`src/rtl/ringq_pkg.sv`:
```
package ringq_pkg;

  // Strobes from the control to the datapath.
  typedef struct packed {
    logic wrEn;  // store the incoming word and advance the put index
    logic rdEn;  // load the oldest word and advance the get index
  } ringq_strobe_t;

endpackage

```
`src/rtl/ringq_datapath.sv`:
```
module ringq_datapath
  import ringq_pkg::*;
#(
  parameter int DEPTH = 16,
  parameter int WIDTH = 8
) (
  input  logic             clk,
  input  logic             rstN,
  input  ringq_strobe_t    strobe,
  input  logic [WIDTH-1:0] wrData,
  output logic [WIDTH-1:0] rdData,
  output logic             ptrEq
);

  localparam int AW = (DEPTH > 1) ? $clog2(DEPTH) : 1;
  localparam logic [AW-1:0] LAST = AW'(DEPTH - 1);

  logic [AW-1:0]    putPtr;
  logic [AW-1:0]    getPtr;
  logic [WIDTH-1:0] mem [DEPTH];

  function automatic logic [AW-1:0] stepPtr(input logic [AW-1:0] p);
    return (p == LAST) ? '0 : p + AW'(1);
  endfunction

  always_ff @(posedge clk) begin
    if (strobe.wrEn) mem[putPtr] <= wrData;
  end

  always_ff @(posedge clk) begin
    if (!rstN) begin
      putPtr <= '0;
      getPtr <= '0;
    end else begin
      if (strobe.wrEn) putPtr <= stepPtr(putPtr);
      if (strobe.rdEn) getPtr <= stepPtr(getPtr);
    end
  end

  always_ff @(posedge clk) begin
    if (!rstN)            rdData <= '0;
    else if (strobe.rdEn) rdData <= mem[getPtr];
  end

  assign ptrEq = (putPtr == getPtr);

  AST_RDDATA_HOLD: assert property (@(posedge clk) disable iff (!rstN)
    !strobe.rdEn |=> $stable(rdData));

  AST_PUT_MOVES: assert property (@(posedge clk) disable iff (!rstN)
    strobe.wrEn && !strobe.rdEn && ptrEq |=> !ptrEq);

endmodule

```
`src/rtl/ringq_control.sv`:
```
module ringq_control
  import ringq_pkg::*;
(
  input  logic          clk,
  input  logic          rstN,
  input  logic          putValid,
  input  logic          getValid,
  input  logic          ovfClr,
  input  logic          ptrEq,
  output ringq_strobe_t strobe,
  output logic          empty,
  output logic          full,
  output logic          overflow
);

  logic lastWasPut;
  logic ovfReg;
  logic acceptPut;
  logic acceptGet;

  assign empty     = ptrEq && !lastWasPut;
  assign full      = ptrEq && lastWasPut;
  assign acceptPut = putValid && !full;
  assign acceptGet = getValid && !empty;

  always_comb begin
    strobe      = '0;
    strobe.wrEn = acceptPut;
    strobe.rdEn = acceptGet;
  end

  // Only a lone operation changes the record.
  always_ff @(posedge clk) begin
    if (!rstN)                         lastWasPut <= 1'b0;
    else if (acceptPut && !acceptGet)  lastWasPut <= 1'b1;
    else if (acceptGet && !acceptPut)  lastWasPut <= 1'b0;
  end

  // Sticky overflow. A new overflow wins over a clear.
  always_ff @(posedge clk) begin
    if (!rstN)                 ovfReg <= 1'b0;
    else if (putValid && full) ovfReg <= 1'b1;
    else if (ovfClr)           ovfReg <= 1'b0;
  end

  assign overflow = ovfReg;

  AST_OVF_SET: assert property (@(posedge clk) disable iff (!rstN)
    putValid && full |=> overflow);

  AST_OVF_STICKY: assert property (@(posedge clk) disable iff (!rstN)
    overflow && !ovfClr |=> overflow);

  AST_FULL_AFTER_PUT: assert property (@(posedge clk) disable iff (!rstN)
    $rose(full) |-> $past(strobe.wrEn));

  AST_EMPTY_AFTER_GET: assert property (@(posedge clk) disable iff (!rstN)
    $rose(empty) |-> $past(strobe.rdEn));

endmodule

```
`src/rtl/ringq_top.sv`:
```
module ringq_top
  import ringq_pkg::*;
#(
  parameter int DEPTH = 16,
  parameter int WIDTH = 8
) (
  input  logic             clk,
  input  logic             rstN,
  input  logic             putValid,
  input  logic [WIDTH-1:0] putData,
  input  logic             getValid,
  output logic [WIDTH-1:0] getData,
  input  logic             ovfClr,
  output logic             empty,
  output logic             full,
  output logic             overflow
);

  ringq_strobe_t strobe;
  logic          ptrEq;

  ringq_control uCtrl (
    .clk      (clk),
    .rstN     (rstN),
    .putValid (putValid),
    .getValid (getValid),
    .ovfClr   (ovfClr),
    .ptrEq    (ptrEq),
    .strobe   (strobe),
    .empty    (empty),
    .full     (full),
    .overflow (overflow)
  );

  ringq_datapath #(.DEPTH(DEPTH), .WIDTH(WIDTH)) uData (
    .clk    (clk),
    .rstN   (rstN),
    .strobe (strobe),
    .wrData (putData),
    .rdData (getData),
    .ptrEq  (ptrEq)
  );

  AST_FULL_PUT_STAYS: assert property (@(posedge clk) disable iff (!rstN)
    full && putValid && !getValid |=> full);

  AST_SIMUL_KEEPS: assert property (@(posedge clk) disable iff (!rstN)
    putValid && getValid && !empty && !full |=> !empty && !full);

  AST_EMPTY_BOTH: assert property (@(posedge clk) disable iff (!rstN)
    empty && putValid && getValid |=> !empty && $stable(getData));

  AST_FULL_BOTH: assert property (@(posedge clk) disable iff (!rstN)
    full && putValid && getValid |=> !full && overflow);

endmodule

```
`config.mk`:
```
export PLATFORM = sky130hd
export DESIGN_NAME = ringq_top
export DESIGN_NICKNAME = d
export VERILOG_FILES = /design/src/rtl/ringq_pkg.sv /design/src/rtl/ringq_datapath.sv /design/src/rtl/ringq_control.sv /design/src/rtl/ringq_top.sv
export SDC_FILE = /design/constraint.sdc
export NUM_CORES = 1
export LEC_CHECK = 0
export ABC_AREA = 1
export BUFFER_PORTS_ARGS = -buffer_cell sky130_fd_sc_hd__buf_4
export CAP_MARGIN = 15
export CORE_MARGIN = 3
export CORE_UTILIZATION = 30
export CTS_CLUSTER_DIAMETER = 60
export DETAILED_ROUTE_END_ITERATION = 8
export SYNTH_ARGS = -nofsm -noshare
export SYNTH_HDL_FRONTEND = slang
export SYNTH_SLANG_ARGS = --single-unit
```
`constraint.sdc`:
```
create_clock -name clk -period 2.37 [get_ports clk]
set_clock_uncertainty 0.15 [all_clocks]
set_input_delay 0.474 -clock clk [delete_from_list [all_inputs] [get_ports clk]]
set_output_delay 0.474 -clock clk [all_outputs]
set_load 0.01 [all_outputs]
```
; Yosys cells after proc, flatten, opt, wreduce, memory -nomap -nowiden
; Memory sizes are Yosys's and may differ from the RTL's. A register that Yosys moved wholly into a read port is not among the register bits.
; Cells that the tools add are included.
[totals]
reg_bits = 10
ramBits = 128
input_bits = 13
output_inout_bits = 11
wordCells = 33
n_memories = 1
[mem_list]
columns = name, depth, word_bits, read_ports, rd_clocked_by_memory_dff, wr, line_no
row1 = uData.mem, 16, 8, 1, 1, 1, ringq_datapath.sv:20  ; logic [WIDTH-1:0] mem [DEPTH];
[op_classes]
add_sub_neg = 2
eq_ne = 3
mux = 8
reduce_logical = 15
[op_table]
columns = op, count
row1 = 4-bit by 1-bit adder with 4-bit output (second input constant), 2
row2 = 4-bit == test (second input constant), 2
row3 = 4-bit two-way mux, 2
row4 = 1-bit logical AND, 7
row5 = 1-bit logical NOT, 6
row6 = 1-bit two-way mux, 6
row7 = 4-bit == test, 1
row8 = 2-bit nonzero test, 2

; Logic depth before layout (Yosys ltp)
[depth]
ltp_word = 8
mapped_depth = 13
mapped_depth_nobuf = 10

; Hierarchy
; From an unflattened synthesis, not the netlist that was laid out.
[hier_totals]
hier_cells = 565
hier_area_um2 = 6102.1
[modules_own_cells]
columns = mod, instances, cells_each, area_per_inst_um2
row1 = ringq_datapath, 1, 543, 5953.2
row2 = ringq_control, 1, 22, 148.9

; Worst setup path after synthesis
; OpenSTA, ideal clock, no wires.
[synth_path]
kind = register -> register
from = reg uData.getPtr[0]
to = mem uData.mem[12][0], enable pin
setup_ns = 0.370
t_arrival_ns = 1.518
t_required_ns = 1.850
setup_slack_ns = 0.332
path_stages_with_launch = 12
path_buffers = 2
synth_period_minus_slack_ns = 2.038
path_cell_list = dfxtp_1 > buf_4 > inv_2 > buf_6 > nand2_2 > nand2_2 > nor2_4 > nand3_2 > nand2_2 > inv_2 > nand2_1 > nor2_1
[synth_via]
elab_chain_len = 6
[synth_lines]
columns = item, line_no
row1 = from (decl), ringq_datapath.sv:19  ; logic [AW-1:0] getPtr;
row2 = from (signal assigned), ringq_datapath.sv:36  ; if (strobe.rdEn) getPtr <= stepPtr(getPtr);
row3 = 4-bit == test, ringq_datapath.sv:45  ; assign ptrEq = (putPtr == getPtr);
row4 = 1-bit logical AND, ringq_control.sv:22  ; assign full = ptrEq && lastWasPut;
row5 = 1-bit logical NOT, ringq_control.sv:23  ; assign acceptPut = putValid && !full;
row6 = 1-bit logical AND, ringq_control.sv:23
row7 = named net uCtrl.acceptPut, ringq_control.sv:18  ; logic acceptPut;
row8 = 1-bit two-way mux, ringq_datapath.sv:27  ; if (strobe.wrEn) mem[putPtr] <= wrData;
row9 = 1-bit two-way mux (not written as such), ringq_datapath.sv:27
row10 = to (decl), ringq_datapath.sv:20
; The timed path passes the listed nets, and every way through them passes these cells.

; Worst setup path in the final report
[layout_path]
from = reg uData.putPtr[3]
to = out full
[layout_via]
elab_chain_len = 2
[layout_lines]
columns = item, line_no
row1 = from (decl), ringq_datapath.sv:18  ; logic [AW-1:0] putPtr;
row2 = from (signal assigned), ringq_datapath.sv:35  ; if (strobe.wrEn) putPtr <= stepPtr(putPtr);
row3 = 4-bit == test, ringq_datapath.sv:45
row4 = 1-bit logical AND, ringq_control.sv:22
row5 = to (decl), ringq_top.sv:15  ; output logic full,
; Every way passes these cells.

==> metrics.txt <==
clock power share 39.0%; H-tree depth 4; Crit Path Class reg2out; DR WL/cell 16.1 um; switching power 1.95 mW; Seq/Total Area, Yosys between 60 and 70%; root buf cell clkbuf_16; FF+latch count, synth 146; yosys warns 0; vias in the first global route 4306; Worst Setup End Kind output port; Ports 24; Post-Syn Instances 654; Flop pwr share approximately 43%; Tot GR Track Use 13.7%; cell-internal power 5.01 mW; Routed Antenna Nets 0; grt ovf 0; Vias/cell 4.53; Final Slew Violations 0; pin count of the biggest net entering global routing 66; layout cells sized above 1 a little over an eighth; outcome complete, no violations; # port buffers 23; Num Clock Sinks 146; Total Routed Length 15.7 mm; syn_area_per_cell 9.82 um^2; Layout area overhead 17.9%; Tcrit/Tclk final 92.6%; Setup WS pre-CTS 0.273 ns; Pre-antenna DRT Iters 5; Leak Pwr 3.15 nW; Core ar. 0.0206 mm^2; arrival time worst endpoint 1.57 ns; Sw Share 28.1%; crit path launch type flop; Final Hold Viols 0; Cell Area, Synth roughly 0.0064 mm^2; initial core utilization 31.2%; CTS buffer count 17; Iter 0 DRT Violations between 400 and 500; fin crit period 2.19 ns; initial antenna violation count 0; Site Rows 52; drt drc 0; first-pass GRT wire length 24.4 mm; number of max-cap violations 0; Tightest Pin Transition 0.675 ns; post-synth net total about 670; hold crit path type in2reg; synth unique cells 25; fmax 0.456 GHz; clock buffer depth 2; Clk pin slew, worst setup/hold paths 0.06 ns; # nets final 710; final setup vio count 0; Vert. Die Dim 152 um; max_slew headroom 55.0%; RSZ-0062 raised after global routing false; setup TNS 0 ns; HPWL Detailed 9.97 mm; crit-path max FO 7; VDD IR max 0.000541 V; Final WS setup 0.176 ns; worst skew pair latency approximately 0.42 ns; CTS tree done; Combinational Power Share 18.2%; Required @ worst endpoint between 1.5 and 2 ns; die area 0.0232 mm^2; chip width 152 um; Post-CTS Setup Bufs 0; RePlAce Congestion approximately 0.83; Cell Pwr Density 919 mW/mm^2; antenna cells 0; detailed-route via count 4414
[sequential cells by signal (all words and copies together) (netlist names)]
signal	cells
uData.mem	128
uData.rdData	8
uData.getPtr	4
uData.putPtr	4
uCtrl.lastWasPut	1
uCtrl.overflow	1
[repair_timing]
action,in CTS,in global routing
endpoints found under the setup margin,0,1
hold buffers,0,0
resized for setup,0,3
[logic make-up after synthesis]
family / after synthesis / synth area share (%)
AO/OA/AOI/OAI: 52 / 4.11
XOR/XNOR: 3 / 0.409
adder cells (fa/ha/maj): 6 / 1.17
buffers and inverters: 127 / 8.14
flip-flops: 146 / 65.4
AND/OR/NAND/NOR: 320 / 20.7
[worst max-delay path, stage by stage (launching register included)]
cell	delay (ns)
dfxtp_2	0.39
inv_1	0.09
nand2_1	0.06
nand2_1	0.05
nor2_2	0.19
nand3_2	0.13
inv_1	0.11
buf_4	0.13
[cell type report]
type	instances	area, um^2
Fill cell	2019	13100
Sequential cell	146	4210
Multi-Input combinational cell	381	1700
Clock buffer	19	443
Inverter	97	364
Timing Repair Buffer	48	360
Tap cell	270	338
Clock inverter	13	160
[metal layers]
layer  track usage [%]  wire length (um)  up-vias
li1                  -                 -     2181
met1              18.9              7310     2084
met2              21.7              7340      129
met3              2.44               777       20
met4              5.39               301        0
met5                 0                 0        -
[Yosys cell counts]
cell type | n | area (um^2)
nand3_2 | 1 | 10.0
edfxtp_1 | 128 | 3840
nand3_4 | 1 | 17.5
nand3_1 | 64 | 320
buf_4 | 2 | 15.0
buf_6 | 3 | 33.8
xor2_1 | 3 | 26.3
a21oi_1 | 16 | 80.1
clkbuf_1 | 9 | 33.8
inv_1 | 93 | 349
nor2_2 | 1 | 6.26
o21ai_0 | 35 | 175
nor2_1 | 94 | 353
a21oi_2 | 1 | 8.76
nand3b_1 | 1 | 7.51
nand2_1 | 152 | 571
buf_1 | 3 | 11.3
nand4_1 | 1 | 6.26
inv_2 | 4 | 15.0
dfxtp_1 | 18 | 360
buf_2 | 13 | 65.1
ha_1 | 6 | 75.1
nor2_4 | 1 | 11.3
nand2_4 | 1 | 11.3
nand2_2 | 3 | 18.8
[cells in the final DEF (no fill, tap or decap)]
cell / Yosys / layout
nand3b_1: 1 / 1
nand2_2: 3 / 3
buf_4: 2 / 48
a21oi_1: 16 / 16
bufinv_16: 0 / 3
ha_1: 6 / 6
clkbuf_8: 0 / 1
xor2_1: 3 / 3
nor2_1: 94 / 94
clkinvlp_4: 0 / 5
clkbuf_1: 9 / 1
inv_1: 93 / 93
dfxtp_1: 18 / 14
nand2_1: 152 / 152
clkinv_4: 0 / 1
nor2_4: 1 / 1
inv_6: 0 / 1
dfxtp_2: 0 / 4
clkbuf_16: 0 / 17
edfxtp_1: 128 / 128
clkinv_2: 0 / 3
nand3_2: 1 / 1
nand3_1: 64 / 64
nor2_2: 1 / 1
o21ai_0: 35 / 35
nand3_4: 1 / 1
inv_2: 4 / 4
a21oi_2: 1 / 1
nand2_4: 1 / 1
nand4_1: 1 / 1
[final timing paths]
check	start	to	slack, ns	cells past startpoint
worst min register to register	uCtrl.overflow$_SDFFE_PN0P_	uCtrl.overflow$_SDFFE_PN0P_	0.33	2
worst min-delay path	ovfClr	uCtrl.overflow$_SDFFE_PN0P_	0.16	4
worst max-delay path	uData.putPtr[3]$_SDFFE_PN0P_	full	0.18	7
worst max register to register	uData.putPtr[0]$_SDFFE_PN0P_	uData.mem[6][7]$_DFFE_PP_	0.28	10
[metrics by stage]
step | instances | cell area [um^2] | power [mW] | hold slack (ns) | util [%]
finish | 974 | 7570 | 6.96 | 0.161 | 36.7
floorplan | 654 | 6420 | 3.88 | 0.327 | -
global placement | 942 | 6970 | 4.29 | 0.306 | 33.8
CTS | 974 | 7570 | 7.01 | 0.148 | 36.7
global route | 974 | 7570 | 7.27 | 0.168 | 36.7
detailed placement | 942 | 6970 | 4.30 | 0.335 | 33.8
[power by group through the flow]
| stage | Clock [mW] | Sequential [mW] | Combinational [mW] |
|---|---|---|---|
| floorplan | 0 | 3.03 | 0.848 |
| global placement | 0 | 3.03 | 1.26 |
| detailed placement | 0 | 3.03 | 1.27 |
| CTS | 2.75 | 2.98 | 1.28 |
| global route | 2.86 | 2.99 | 1.43 |
| finish | 2.71 | 2.98 | 1.27 |
No activity file was read; power rests on OpenSTA's default activity.
